## src/rtl/crb_pkg.sv

```systemverilog
package crb_pkg;
  localparam int unsigned CRB_IDX_W = 4;
  typedef logic [CRB_IDX_W-1:0] crb_idx_t;

  localparam crb_idx_t IDX_STATUS = 4'd0;
  localparam crb_idx_t IDX_COND   = 4'd1;
  localparam crb_idx_t IDX_ISP    = 4'd2;
  localparam crb_idx_t IDX_USP    = 4'd3;
  localparam crb_idx_t IDX_SCR0   = 4'd4;
  localparam crb_idx_t IDX_SCR1   = 4'd5;
  localparam crb_idx_t IDX_BPC    = 4'd6;
  localparam crb_idx_t IDX_BBST   = 4'd7;
  localparam crb_idx_t IDX_BBPC   = 4'd8;

  localparam int unsigned SCR_N  = 2;
  localparam int unsigned BKPC_N = 2;
  localparam int unsigned SM_BIT = 7;
endpackage

```

## src/rtl/crb_status.sv

```systemverilog
module crb_status
  import crb_pkg::*;
#(
  parameter int unsigned DATA_W = 32
) (
  input  logic              clk_i,
  input  logic              rst_ni,
  input  logic              st_we_i,
  input  logic              cond_we_i,
  input  logic              bb_we_i,
  input  logic [DATA_W-1:0] wdata_i,
  output logic [15:0]       status_o,
  output logic [7:0]        bbst_o,
  output logic              cond_o,
  output logic              sm_o
);
  // only bits that are ever read back are kept: {b7,b6} / {b7,b6,b0}
  logic [1:0] cur_q;
  logic [2:0] bak_q;
  logic [2:0] bb_q;
  logic       cond_q;

  always_ff @(posedge clk_i or negedge rst_ni) begin
    if (!rst_ni) begin
      cur_q  <= '0;
      bak_q  <= '0;
      bb_q   <= '0;
      cond_q <= 1'b0;
    end else begin
      if (st_we_i) begin
        cur_q  <= wdata_i[7:6];
        bak_q  <= {wdata_i[15:14], wdata_i[8]};
        cond_q <= wdata_i[0];
      end
      if (cond_we_i) cond_q <= wdata_i[0];
      if (bb_we_i)   bb_q   <= {wdata_i[7:6], wdata_i[0]};
    end
  end

  assign status_o = {bak_q[2:1], 5'b0, bak_q[0], cur_q, 5'b0, cond_q};
  assign bbst_o   = {bb_q[2:1], 5'b0, bb_q[0]};
  assign cond_o   = cond_q;
  assign sm_o     = cur_q[1];
endmodule

```

## src/rtl/crb_sp_bank.sv

```systemverilog
module crb_sp_bank #(
  parameter int unsigned DATA_W = 32
) (
  input  logic              clk_i,
  input  logic              rst_ni,
  input  logic              sm_i,
  input  logic              swap_i,
  input  logic              isp_we_i,
  input  logic              usp_we_i,
  input  logic [DATA_W-1:0] wdata_i,
  input  logic              core_we_i,
  input  logic [DATA_W-1:0] core_data_i,
  output logic [DATA_W-1:0] live_o,
  output logic [DATA_W-1:0] isp_slot_o,
  output logic [DATA_W-1:0] usp_slot_o
);
  logic [DATA_W-1:0] live_q, isp_q, usp_q;
  logic [DATA_W-1:0] live_n, isp_n, usp_n;

  // core update first, indexed accesses override it
  always_comb begin
    live_n = live_q;
    isp_n  = isp_q;
    usp_n  = usp_q;
    if (core_we_i) live_n = core_data_i;
    if (swap_i) begin
      if (sm_i) begin
        usp_n  = live_q;
        live_n = isp_q;
      end else begin
        isp_n  = live_q;
        live_n = usp_q;
      end
    end else begin
      if (isp_we_i) begin
        if (!sm_i) live_n = wdata_i;
        else       isp_n  = wdata_i;
      end
      if (usp_we_i) begin
        if (sm_i)  live_n = wdata_i;
        else       usp_n  = wdata_i;
      end
    end
  end

  always_ff @(posedge clk_i or negedge rst_ni) begin
    if (!rst_ni) begin
      live_q <= '0;
      isp_q  <= '0;
      usp_q  <= '0;
    end else begin
      live_q <= live_n;
      isp_q  <= isp_n;
      usp_q  <= usp_n;
    end
  end

  assign live_o     = live_q;
  assign isp_slot_o = isp_q;
  assign usp_slot_o = usp_q;
endmodule

```

## src/rtl/crb_store.sv

```systemverilog
module crb_store #(
  parameter int unsigned DATA_W  = 32,
  parameter int unsigned N       = 2,
  parameter bit          CLR_LSB = 1'b0
) (
  input  logic              clk_i,
  input  logic              rst_ni,
  input  logic [N-1:0]      we_i,
  input  logic [DATA_W-1:0] wdata_i,
  output logic [DATA_W-1:0] q_o [N]
);
  localparam logic [DATA_W-1:0] RD_MASK = CLR_LSB ? ~DATA_W'(1) : '1;

  for (genvar g = 0; g < N; g++) begin : g_ent
    logic [DATA_W-1:0] ent_q;
    always_ff @(posedge clk_i or negedge rst_ni) begin
      if (!rst_ni)      ent_q <= '0;
      else if (we_i[g]) ent_q <= wdata_i;
    end
    assign q_o[g] = ent_q & RD_MASK;
  end
endmodule

```

## src/rtl/ctrl_reg_bank.sv

```systemverilog
module ctrl_reg_bank
  import crb_pkg::*;
#(
  parameter int unsigned DATA_W = 32
) (
  input  logic              clk_i,
  input  logic              rst_ni,
  input  logic [3:0]        rd_idx_i,
  output logic [DATA_W-1:0] rd_data_o,
  input  logic              wr_en_i,
  input  logic [3:0]        wr_idx_i,
  input  logic [DATA_W-1:0] wr_data_i,
  input  logic              sp_we_i,
  input  logic [DATA_W-1:0] sp_data_i,
  output logic [DATA_W-1:0] sp_o
);
  logic              sm;
  logic              cond;
  logic [15:0]       status;
  logic [7:0]        bbst;
  logic              st_we, swap;
  logic [DATA_W-1:0] isp_slot, usp_slot;
  logic [DATA_W-1:0] scr_q  [SCR_N];
  logic [DATA_W-1:0] bkpc_q [BKPC_N];
  logic [SCR_N-1:0]  scr_we;
  logic [BKPC_N-1:0] bkpc_we;

  assign st_we   = wr_en_i && (wr_idx_i == IDX_STATUS);
  assign swap    = st_we && (wr_data_i[SM_BIT] != sm);
  assign scr_we  = {wr_en_i && (wr_idx_i == IDX_SCR1), wr_en_i && (wr_idx_i == IDX_SCR0)};
  assign bkpc_we = {wr_en_i && (wr_idx_i == IDX_BBPC), wr_en_i && (wr_idx_i == IDX_BPC)};

  crb_status #(.DATA_W(DATA_W)) u_status (
    .clk_i     (clk_i),
    .rst_ni    (rst_ni),
    .st_we_i   (st_we),
    .cond_we_i (wr_en_i && (wr_idx_i == IDX_COND)),
    .bb_we_i   (wr_en_i && (wr_idx_i == IDX_BBST)),
    .wdata_i   (wr_data_i),
    .status_o  (status),
    .bbst_o    (bbst),
    .cond_o    (cond),
    .sm_o      (sm)
  );

  crb_sp_bank #(.DATA_W(DATA_W)) u_sp (
    .clk_i       (clk_i),
    .rst_ni      (rst_ni),
    .sm_i        (sm),
    .swap_i      (swap),
    .isp_we_i    (wr_en_i && (wr_idx_i == IDX_ISP)),
    .usp_we_i    (wr_en_i && (wr_idx_i == IDX_USP)),
    .wdata_i     (wr_data_i),
    .core_we_i   (sp_we_i),
    .core_data_i (sp_data_i),
    .live_o      (sp_o),
    .isp_slot_o  (isp_slot),
    .usp_slot_o  (usp_slot)
  );

  crb_store #(.DATA_W(DATA_W), .N(SCR_N), .CLR_LSB(1'b0)) u_scr (
    .clk_i   (clk_i),
    .rst_ni  (rst_ni),
    .we_i    (scr_we),
    .wdata_i (wr_data_i),
    .q_o     (scr_q)
  );

  crb_store #(.DATA_W(DATA_W), .N(BKPC_N), .CLR_LSB(1'b1)) u_bkpc (
    .clk_i   (clk_i),
    .rst_ni  (rst_ni),
    .we_i    (bkpc_we),
    .wdata_i (wr_data_i),
    .q_o     (bkpc_q)
  );

  always_comb begin
    rd_data_o = '0;
    case (rd_idx_i)
      IDX_STATUS: rd_data_o = DATA_W'(status);
      IDX_COND:   rd_data_o = DATA_W'(cond);
      IDX_ISP:    rd_data_o = sm ? isp_slot : sp_o;
      IDX_USP:    rd_data_o = sm ? sp_o : usp_slot;
      IDX_SCR0:   rd_data_o = scr_q[0];
      IDX_SCR1:   rd_data_o = scr_q[1];
      IDX_BPC:    rd_data_o = bkpc_q[0];
      IDX_BBST:   rd_data_o = DATA_W'(bbst);
      IDX_BBPC:   rd_data_o = bkpc_q[1];
      default:    rd_data_o = '0;
    endcase
  end
endmodule

```

## config.mk

```make
export PLATFORM = sky130hd
export DESIGN_NAME = ctrl_reg_bank
export DESIGN_NICKNAME = d
export VERILOG_FILES = /design/src/rtl/crb_pkg.sv /design/src/rtl/crb_status.sv /design/src/rtl/crb_sp_bank.sv /design/src/rtl/crb_store.sv /design/src/rtl/ctrl_reg_bank.sv
export SDC_FILE = /design/constraint.sdc
export NUM_CORES = 1
export LEC_CHECK = 0
export ABC_AREA = 1
export CORE_UTILIZATION = 60
export CTS_BUF_LIST = sky130_fd_sc_hd__clkbuf_8
export DETAILED_ROUTE_END_ITERATION = 12
export PLACE_DENSITY = 0.84
export SYNTH_ARGS = -nofsm -noshare
export SYNTH_HDL_FRONTEND = slang
export SYNTH_SLANG_ARGS = --single-unit
```

## constraint.sdc

```tcl
create_clock -name clk_i -period 2.8 [get_ports clk_i]
set_clock_uncertainty 0.1 [all_clocks]
set_input_delay 0.42 -clock clk_i [delete_from_list [all_inputs] [get_ports clk_i]]
set_output_delay 0.42 -clock clk_i [all_outputs]
set_load 0.05 [all_outputs]
```

==> results of run 1 <==
-- flip-flops by register name (all words and copies together), names as in the netlist --
register / flops
u_status.cond_o: 1
u_sp.live_o: 32
u_bkpc.g_ent.ent_q: 62
u_status.bak_q: 3
u_status.bb_q: 3
u_scr.g_ent.ent_q: 64
u_sp.isp_slot_o: 32
u_status.cur_q: 2
u_sp.usp_slot_o: 32
-- kinds of logic after synthesis --
group                  Yosys count  share of synthesized area
buffers and inverters          235                     0.0757
AND/OR/NAND/NOR                998                      0.361
flip-flops                     231                      0.461
AO/OA/AOI/OAI                  248                      0.101
-- final cells by class --
cell class                      count  share of cell area
Multi-Input combinational cell   1246               0.380
Clock buffer                       49              0.0426
Tap cell                          270              0.0213
Timing Repair Buffer              207               0.156
Clock inverter                     22             0.00624
Antenna cell                        1            0.000158
Inverter                          119              0.0287
Sequential cell                   231               0.365
-- Yosys cell counts --
| master | instances | area share |
|---|---|---|
| inv_1 | 116 | 0.035 |
| clkinv_1 | 1 | 0.00030 |
| o21a_1 | 9 | 0.0054 |
| buf_6 | 1 | 0.00090 |
| nor2_1 | 140 | 0.042 |
| nand4_1 | 6 | 0.0030 |
| nor2_2 | 4 | 0.0020 |
| nand3b_1 | 2 | 0.0012 |
| inv_2 | 2 | 0.00060 |
| buf_1 | 3 | 0.00090 |
| clkbuf_1 | 69 | 0.021 |
| nand2_1 | 367 | 0.11 |
| or2_0 | 41 | 0.020 |
| a21oi_1 | 35 | 0.014 |
| buf_2 | 41 | 0.016 |
| o211a_1 | 1 | 0.00080 |
| nor3_1 | 20 | 0.0080 |
| or2_2 | 48 | 0.024 |
| and3_1 | 26 | 0.013 |
| nand3_1 | 343 | 0.14 |
| o21ai_0 | 202 | 0.081 |
| nor2_4 | 1 | 0.00090 |
| o22ai_1 | 1 | 0.00050 |
| dfrtp_1 | 231 | 0.46 |
| buf_4 | 2 | 0.0012 |
-- critical path, delay by kind of cell, from the launching register on --
| kind | cells | cell delay [ns] |
|---|---|---|
| simple gates | 4 | 0.68 |
| flops | 1 | 0.54 |
| buf+inv | 2 | 0.39 |
| compound gates | 1 | 0.14 |
-- repair_timing --
action,in CTS,in global routing
endpoints found under the hold margin,78,0
buffers inserted,1,3
hold buffers,1,0
pin swaps,2,5
resized for setup,40,56
endpoints found under the setup margin,26,30
-- metal layers --
layer	wire length (um)	GRT usage	up-vias
li1	-	-	5878
met3	6320	0.122	110
met4	1010	0.119	0
met5	0	0	-
met1	16500	0.576	6137
met2	17800	0.552	944
-- through the flow --
| stage | TNS [ns] | setup slack [ns] | cells | total power [mW] |
|---|---|---|---|---|
| final | -0.0215 | -0.0215 | 2145 | 11.0 |
| after global routing | -0.633 | -0.0827 | 2145 | 11.5 |
| after CTS | -0.0963 | -0.0317 | 2141 | 10.7 |
| after detailed placement | 0 | 0.0727 | 2068 | 7.65 |
| after global placement | 0 | 0.102 | 2068 | 7.55 |
| after floorplan | 0 | 0.532 | 1712 | 6.38 |
-- where the power goes --
part	switching, mW	internal, mW	total, mW
Clock	1.44	1.58	3.02
Combinational	2.04	1.30	3.35
Sequential	0.483	4.12	4.60
-- how the worst max path moves through the flow --
stage	start	to	slack (ns)
2_1_floorplan	rd_idx_i[1]	rd_data_o[12]	0.53
3_3_place_gp	rd_idx_i[0]	rd_data_o[5]	0.10
3_5_place_dp	u_status.cur_q[1]$_DFFE_PN0P_	rd_data_o[5]	0.07
4_1_cts	u_status.cur_q[1]$_DFFE_PN0P_	rd_data_o[5]	-0.03
5_1_grt	rd_idx_i[0]	rd_data_o[14]	-0.08
6_report	u_status.cur_q[1]$_DFFE_PN0P_	rd_data_o[13]	-0.02
==> summary.md, run 1 <==
| Metric | Value |
|---|---|
| WHS | 0.337 ns |
| Flop2flop setup slack | 0.60 ns |
| Overflow after GRT | 0 |
| Clock transition at path regs | 0.06 ns |
| Failing checks | negative setup slack |
| Number of library cell types mapped by synthesis | 25 |
| Reg-to-reg endpoint | u_sp.isp_slot_o[24]$_DFFE_PN0P_ |
| Rows | 52 |
| Startpoint Class | flop |
| Synthesis-to-finish area growth | 26.4% |
| Crit path largest cell delay | 0.54 ns |
| Crit path DAT | 2.30 ns |
| Initial antenna violation count | 1 |
| Design Area, Final | 15800 um2 |
| Number of remaining DRC errors | 0 |
| Via count | 13100 |
| Placed cell area | 14800 um2 |
| FF+latch area | 5780 um2 |
| Most frequent cells in the layout | nand2_1, nand3_1, dfrtp_1 |
| R2R depth | 7 |
| HP Class | primary input to asynchronous set/reset pin |
| CTS max path bufs | 3 |
| Hold Vio Cnt, Final | 0 |
| WL final | 41700 um |
| Syn. warnings | 0 |
| Layout cells sized above 1 | 0.134 |
| Slowest cell on crit path | dfrtp_4 |
| Critical path required time | 2.28 ns |
| Largest fanout on the critical path | 28 |
| Cell area after synthesis | 12500 um2 |
| Die Span Y | 146 um |
| DRT iter0 DRCs | 1671 |
| DRT Pass-1 Iters | 7 |
| Layout net count | 1922 |
| Die width | 146 um |
| Util after Layout | 0.778 |
| Ratio of final minimum period to clock period | 1.01 |
| Post-layout min period | 2.82 ns |
| Setup ws final | -0.0215 ns |
| DR WL/cell | 19.4 um |
| Cell Chain, Critical Path | buf_8 -> or2_2 -> o21ai_1 -> nor2_1 -> nor3_1 -> nand2_1 -> buf_12 |
| Status | finished, violations left |
| Pwr/cell area | 693 nW/um2 |
| Slew Limit Headroom | 0.522 |
| Worst-Skew Late Latency | 0.55 ns |
| CTS buffer count | 41 |
| Mean post-synth cell area | 7.32 um2 |
| CTS tree | done |
| Initial Utilization | 0.615 |
| Post-Syn Nets | 1788 |
| Crit Path Category | flop to output port |
| Final setup viols | 1 |
| Area of the die | 21500 um2 |
| Core Region | 20400 um2 |
| Max-cap violations | 0 |
| Largest net degree at the start of global routing | 86 |
| GP Congestion | 0.965 |
| I/O pins | 140 |
| Max VDD drop | 0.000407 V |
| Hpwl dp | 27900 um |
| Slew Viols, Final | 0 |
| First-pass GRT wire length | 65400 um |
| Post-DRT Antenna Nets | 0 |
| Seq cells post-synth | 231 |
| Clock root cell | clkbuf_8 |
| Leak | 7.42 nW |
| IO buf count | 139 |
| Unrepaired setup endpoints after global routing | yes |
| Crit path capture type | output port |
| Max Clk Rate | 354 MHz |
| Register area share after synthesis | 0.461 |
| Overall Global Routing Usage | 0.392 |
| Vias in the first global route | 12100 |
| Sink Count | 231 |
| Most common cell after layout, fill and taps aside | nand2_1 |
| Via density | 6.09 |
| Worst r2r src | u_status.cur_q[1]$_DFFE_PN0P_ |
| Slew @ Worst Pin | 0.717 ns |
| H-tree depth | 2 |
| Post-Syn Instances | 1712 |
| Filler cell count | 1425 |
| Multi-input logic area | 6020 um2 |
Note: power is estimated with default switching activity, not from simulation.
==> inputs of run 2 (changes only) <==
--- a/config.mk
+++ b/config.mk
@@ -10,6 +10,7 @@
 export CTS_BUF_LIST = sky130_fd_sc_hd__clkbuf_8
 export DETAILED_ROUTE_END_ITERATION = 12
 export PLACE_DENSITY = 0.84
+export RECOVER_POWER = 25
 export SYNTH_ARGS = -nofsm -noshare
 export SYNTH_HDL_FRONTEND = slang
 export SYNTH_SLANG_ARGS = --single-unit
==> run 2 against run 1 <==
Largest cell class unchanged. The run still ends with negative setup slack left. Register-to-register slack worse by 0.03 ns. Sequential cell count stayed put. Utilization is 0.17 points lower. Setup slack worse by 0.0056 ns. Die area stayed put. Combinational power hardly changed. Worst hold slack worse by 0.0052 ns. Maximum frequency is 0.20% lower. Global-route usage stayed put. Total power hardly changed. Final cell count stayed put. Clock power hardly changed.
==> summary.md, run 2 (synthesis gave the netlist of run 1 again) <==
| Metric | Value |
|---|---|
| Status | finished, violations left |
| Failing checks | negative setup slack |
| Initial Utilization | 0.615 (unchanged) |
| Layout cells sized above 1 | 0.134 (-0.000534) |
| Synthesis-to-finish area growth | 26.1% |
| Leak | 7.40 nW (-0.19%) |
| Slew @ Worst Pin | 1.03 ns (+0.312 ns) |
| DR WL/cell | 19.4 um (about the same) |
| Via density | 6.10 (+0.12%) |
| Crit path capture type | output port |
| Post-DRT Antenna Nets | 0 (unchanged) |
| Crit Path Category | flop to output port |
| Overall Global Routing Usage | 0.392 (unchanged) |
| HP Class | primary input to asynchronous set/reset pin |
| Max Clk Rate | 354 MHz (-0.20%) |
| CTS max path bufs | 3 (unchanged) |
| I/O pins | 140 (unchanged) |
| Ratio of final minimum period to clock period | 1.01 (+0.00201) |
| Worst-Skew Late Latency | 0.55 ns (about the same) |
| Area of the die | 21500 um2 (unchanged) |
| Max VDD drop | 0.000407 V (about the same) |
| Largest register FFs | 64 (unchanged) |
| Via count | 13100 (+0.12%) |
| Most flops, register | u_scr.g_ent.ent_q |
| CTS tree | done |
| TNS Setup | -0.0271 ns (-0.00561 ns) |
| Slew Limit Headroom | 0.314 (-0.208) |
| Largest fanout on the critical path | 28 (unchanged) |
| Top flop regs | u_scr.g_ent.ent_q: 64 flops, u_bkpc.g_ent.ent_q: 62 flops |
| Max-cap violations | 0 (unchanged) |
| Core Region | 20400 um2 (unchanged) |
| DRT iter0 DRCs | 1696 (+1.5%) |
| Number of remaining DRC errors | 0 (unchanged) |
| Layout net count | 1922 (unchanged) |
| WL final | 41700 um (about the same) |
| Die width | 146 um (unchanged) |
| Final setup viols | 1 (unchanged) |
| Most frequent cells in the layout | nand2_1, nand3_1, dfrtp_1 |
| Sink Count | 231 (unchanged) |
| Most common cell after layout, fill and taps aside | nand2_1 |
| Post-layout min period | 2.83 ns (+0.00561 ns) |
| Hpwl dp | 27900 um (unchanged) |
| Crit path DAT | 2.31 ns (about the same) |
| H-tree depth | 2 (unchanged) |
| Vias in the first global route | 12100 (unchanged) |
| GP Congestion | 0.965 (unchanged) |
| Unrepaired setup endpoints after global routing | yes |
| Largest net degree at the start of global routing | 86 (unchanged) |
| Pre-CTS WS | 0.0727 ns (unchanged) |
| Slew Viols, Final | 0 (unchanged) |
| Startpoint Class | flop |
| Clock transition at path regs | 0.06 ns (about the same) |
| Hold Vio Cnt, Final | 0 (unchanged) |
| Die Span Y | 146 um (unchanged) |
| CTS buffer count | 41 (unchanged) |
| IO buf count | 139 (unchanged) |
| Pwr/cell area | 694 nW/um2 (+0.17%) |
| Critical path required time | 2.28 ns (about the same) |
| Initial antenna violation count | 1 (unchanged) |
| Setup ws final | -0.0271 ns (-0.00561 ns) |
| First-pass GRT wire length | 65400 um (unchanged) |
| DRT Pass-1 Iters | 7 (unchanged) |
| Clock root cell | clkbuf_8 |
| Overflow after GRT | 0 (unchanged) |
| Rows | 52 (unchanged) |
[run 2: final timing paths]
path                                                       start                                     to  slack, ns  cells past startpoint
max in group asynchronous                                 rst_ni        u_sp.isp_slot_o[31]$_DFFE_PN0P_       0.74                      3
max                                u_status.cur_q[1]$_DFFE_PN0P_                          rd_data_o[13]      -0.03                      7
min                                                       rst_ni  u_bkpc.g_ent[1].ent_q[10]$_DFFE_PN0P_       0.33                      2
min reg2reg                u_bkpc.g_ent[0].ent_q[23]$_DFFE_PN0P_  u_bkpc.g_ent[0].ent_q[23]$_DFFE_PN0P_       0.38                      2
min in group clk_i         u_bkpc.g_ent[0].ent_q[23]$_DFFE_PN0P_  u_bkpc.g_ent[0].ent_q[23]$_DFFE_PN0P_       0.38                      2
max reg2reg                        u_status.cur_q[1]$_DFFE_PN0P_        u_sp.isp_slot_o[24]$_DFFE_PN0P_       0.57                      7
[run 2: layer usage]
metal	track usage	wire [um]	vias up
li1	-	-	5878
met1	0.576	16600	6147
met2	0.552	17700	945
met3	0.122	6320	115
met4	0.119	1070	0
met5	0	0	-
[run 2: what timing repair did]
item / in CTS / in global routing
pin swaps: 2 / 5
resized for setup: 40 / 56
setup endpoints to repair: 26 / 30
hold buffers: 1 / 0
hold endpoints to repair: 78 / 0
buffers inserted: 1 / 3
[run 2: power by group]
group,switching (mW),total [mW],internal [mW],leakage [nW]
combinational,2.04,3.34,1.30,4.11
sequential,0.483,4.60,4.12,2.84
clock,1.44,3.02,1.58,0.449
[run 2: stage by stage]
stage	instances	util	power [mW]	instance area (um2)	hold slack, ns
finish	2145	0.776	11.0	15800	0.331
global route	2145	0.776	11.5	15800	0.385
CTS	2141	0.768	10.7	15600	0.386
detailed placement	2068	0.726	7.65	14800	0.371
global placement	2068	0.726	7.55	14800	0.360
floorplan	1712	-	6.38	12500	0.0244
[run 2: critical path, stage by stage (launching register included)]
cell and delay (ns):
dfrtp_4 0.54, buf_8 0.19, or2_2 0.31, o21ai_1 0.14
nor2_1 0.07, nor3_1 0.13, nand2_1 0.18, buf_12 0.20
[run 2: area by class of cell]
type / instances / area (um2)
multi-input cells: 1246 / 6020
clock buffers: 49 / 674
flip-flops and latches: 231 / 5780
inverters: 119 / 454
diodes: 1 / 2.50
well taps: 270 / 338
repair buffers: 207 / 2430
clock inverters: 22 / 98.8
fillers: 1431 / 4560
==> inputs of run 3 (changes only) <==
--- a/config.mk
+++ b/config.mk
@@ -9,7 +9,9 @@
 export CORE_UTILIZATION = 60
 export CTS_BUF_LIST = sky130_fd_sc_hd__clkbuf_8
 export DETAILED_ROUTE_END_ITERATION = 12
-export PLACE_DENSITY = 0.84
+export DONT_BUFFER_PORTS = 1
+export GPL_TIMING_DRIVEN = 0
+export PLACE_DENSITY = 0.76
 export RECOVER_POWER = 25
 export SYNTH_ARGS = -nofsm -noshare
 export SYNTH_HDL_FRONTEND = slang
==> run 3 against run 2 <==
The flow finishes with violations (negative hold slack, negative setup slack). Global-route usage up 4.0 points. Utilization fell by 6.5 points. Non-clock buffer count shrank 55. Clock-buffer cell count is the same. Critical path type unchanged. Largest cell class unchanged. Highest routed layer unchanged.
==> summary.md, run 3 (synthesis gave the netlist of run 1 again) <==
| Metric | Value |
|---|---|
| M3 GR Usage | 0.149 (+0.0272) |
| Clock transition at path regs | 0.06 ns (about the same) |
| Slew @ Worst Pin | 0.807 ns (-0.221 ns) |
| Post-DRT Antenna Nets | 0 (unchanged) |
| Layout net count | 1866 (-2.9%) |
| Via count | 12900 (-1.7%) |
| Critical path required time | 2.28 ns (about the same) |
| DRT iter0 DRCs | 1611 (-5.0%) |
| Pwr/cell area | 721 nW/um2 (+4.0%) |
| Max-cap violations | 0 (unchanged) |
| Seq pwr share | 0.457 (+0.037) |
| Placed insts | 1982 (-4.2%) |
| Initial antenna violation count | 0 (-1) |
| Worst-Skew Late Latency | 0.56 ns (about the same) |
| IO buf count | 0 (-100%) |
| Largest register FFs | 64 (unchanged) |
| Vias in the first global route | 12000 (-0.45%) |
| DRT Pass-1 Iters | 6 (-1) |
| H-tree depth | 2 (unchanged) |
| DR WL/cell | 22.2 um (+14%) |
| Leak | 6.79 nW (-8.3%) |
| Core Region | 20400 um2 (unchanged) |
| Rows | 52 (unchanged) |
| Unrepaired setup endpoints after global routing | yes |
| WHS | -0.536 ns (-0.868 ns) |
| GR Util met1 | 0.614 (+0.0383) |
| Crit path DAT | 2.28 ns (-0.03 ns) |
| Fin cells | 2085 (-2.8%) |
| Final setup viols | 1 (unchanged) |
| Via density | 6.17 (+1.1%) |
| Largest fanout on the critical path | 10 (-64%) |
| Most flops, register | u_scr.g_ent.ent_q |
| Largest net degree at the start of global routing | 232 (+170%) |
| Max VDD drop | 0.000464 V (+14%) |
| Number of remaining DRC errors | 0 (unchanged) |
| Internal cell power | 6.62 mW (-5.4%) |
| Area of the die | 21500 um2 (unchanged) |
| CTS max path bufs | 3 (unchanged) |
| Max Clk Rate | 357 MHz (+0.81%) |
| Crit path capture type | output port |
| Slew Limit Headroom | 0.462 (+0.147) |
| Clock root cell | clkbuf_8 |
| M2 GR Usage | 0.621 (+0.0693) |
| Post-layout min period | 2.80 ns (-0.0228 ns) |
| GP Congestion | 0.965 (about the same) |
| Setup ws final | -0.00432 ns (+0.0228 ns) |
| Sink Count | 231 (unchanged) |
| CTS buffer count | 40 (-2.4%) |
| Top flop regs | u_scr.g_ent.ent_q: 64 flops, u_bkpc.g_ent.ent_q: 62 flops |
| Overall Global Routing Usage | 0.432 (+0.0399) |
| First-pass GRT wire length | 69700 um (+6.5%) |
| Hold Buf Count CTS | 35 (+34) |
| Most common cell after layout, fill and taps aside | nand3_1 |
| Switching share of power | 0.366 (+0.00446) |
| HP Class | primary input to asynchronous set/reset pin |
| Flop2flop setup slack | 0.45 ns (-0.12 ns) |
| Most frequent cells in the layout | nand3_1, nand2_1, dfrtp_1 |
| Synthesis-to-finish area growth | 15.6% |
| Startpoint Class | flop |
| Slew Viols, Final | 0 (unchanged) |
| Layout cells sized above 1 | 0.134 (about the same) |
| Hpwl dp | 32200 um (+15%) |
| Overflow after GRT | 0 (unchanged) |
| Sw power | 3.82 mW (-3.6%) |
| Die Span Y | 146 um (unchanged) |
| Die width | 146 um (unchanged) |
| I/O pins | 140 (unchanged) |
| Clk pwr share | 0.288 (+0.012) |
| Failing checks | negative hold slack, negative setup slack |
| Logic pwr share | 0.256 (-0.049) |
| WL final | 46200 um (+11%) |
| CTS tree | done |
| Status | finished, violations left |
| Crit Path Category | flop to output port |
| Hold Vio Cnt, Final | 231 (+231) |
| Gr busiest metal | met2 |
| Ratio of final minimum period to clock period | 1.00 (-0.00814) |
| Initial Utilization | 0.615 (unchanged) |
==> run 3: critical path, cell delays in order (launching register included) <==
cell      delay [ns]
dfrtp_1         0.42
buf_6           0.18
clkbuf_4        0.22
nand2_1         0.07
o21ai_1         0.16
nor2_1          0.13
nor2_1          0.13
nand3b_1        0.42
==> run 3: final timing paths <==
path                                                 startpoint                               endpoint  depth (start not counted)
min reg2reg                u_scr.g_ent[0].ent_q[23]$_DFFE_PN0P_   u_scr.g_ent[0].ent_q[23]$_DFFE_PN0P_                          2
max                               u_status.cur_q[1]$_DFFE_PN0P_                           rd_data_o[8]                          7
max in group asynchronous                                rst_ni  u_bkpc.g_ent[1].ent_q[10]$_DFFE_PN0P_                          0
min                                                      rst_ni               u_sp.live_o[3]$_DFF_PN0_                          0
min in group clk_i                                  wr_idx_i[0]         u_sp.isp_slot_o[7]$_DFFE_PN0P_                          3
max reg2reg                       u_status.cur_q[1]$_DFFE_PN0P_        u_sp.usp_slot_o[24]$_DFFE_PN0P_                          7
==> run 3: through the flow <==
| step | setup slack [ns] | cell area [um2] | TNS [ns] | total power, mW | utilization |
|---|---|---|---|---|---|
| after floorplan | 0.532 | 12500 | 0 | 6.38 | - |
| after global placement | 0.0103 | 12900 | 0 | 7.00 | 0.632 |
| after detailed placement | 0.0259 | 12900 | 0 | 7.06 | 0.632 |
| after CTS | -0.0231 | 14300 | -0.0392 | 10.2 | 0.701 |
| after global routing | -0.0615 | 14500 | -0.0632 | 10.9 | 0.711 |
| final | -0.00432 | 14500 | -0.00432 | 10.4 | 0.711 |
==> run 3: layer usage <==
layer,vias up,wire length [um]
met4,0,1190
met1,6114,18600
met5,-,0
li1,5781,-
met3,104,6810
met2,863,19700
==> run 3: power by group through the flow <==
stage               Sequential [mW]  Clock [mW]  Combinational, mW
CTS                            4.74        2.99               2.47
finish                         4.77        3.00               2.67
global route                   4.84        3.13               2.91
floorplan                      4.66           0               1.72
global placement               4.76           0               2.24
detailed placement             4.78           0               2.28
==> run 3: layout make-up <==
cell class	instances	area, um2
diodes	1	2.50
repair buffers	36	358
flip-flops and latches	231	5780
inverters	119	447
plain buffers	116	566
fillers	1740	5890
clock inverters	17	83.8
clock buffers	49	674
well taps	270	338
multi-input cells	1246	6230
==> run 3: what timing repair did <==
action,in CTS,in global routing
gates resized for setup,114,70
endpoints found under the setup margin,32,32
buffers inserted,0,1
endpoints found under the hold margin,301,231
gates cloned,0,0
pin swaps,21,24
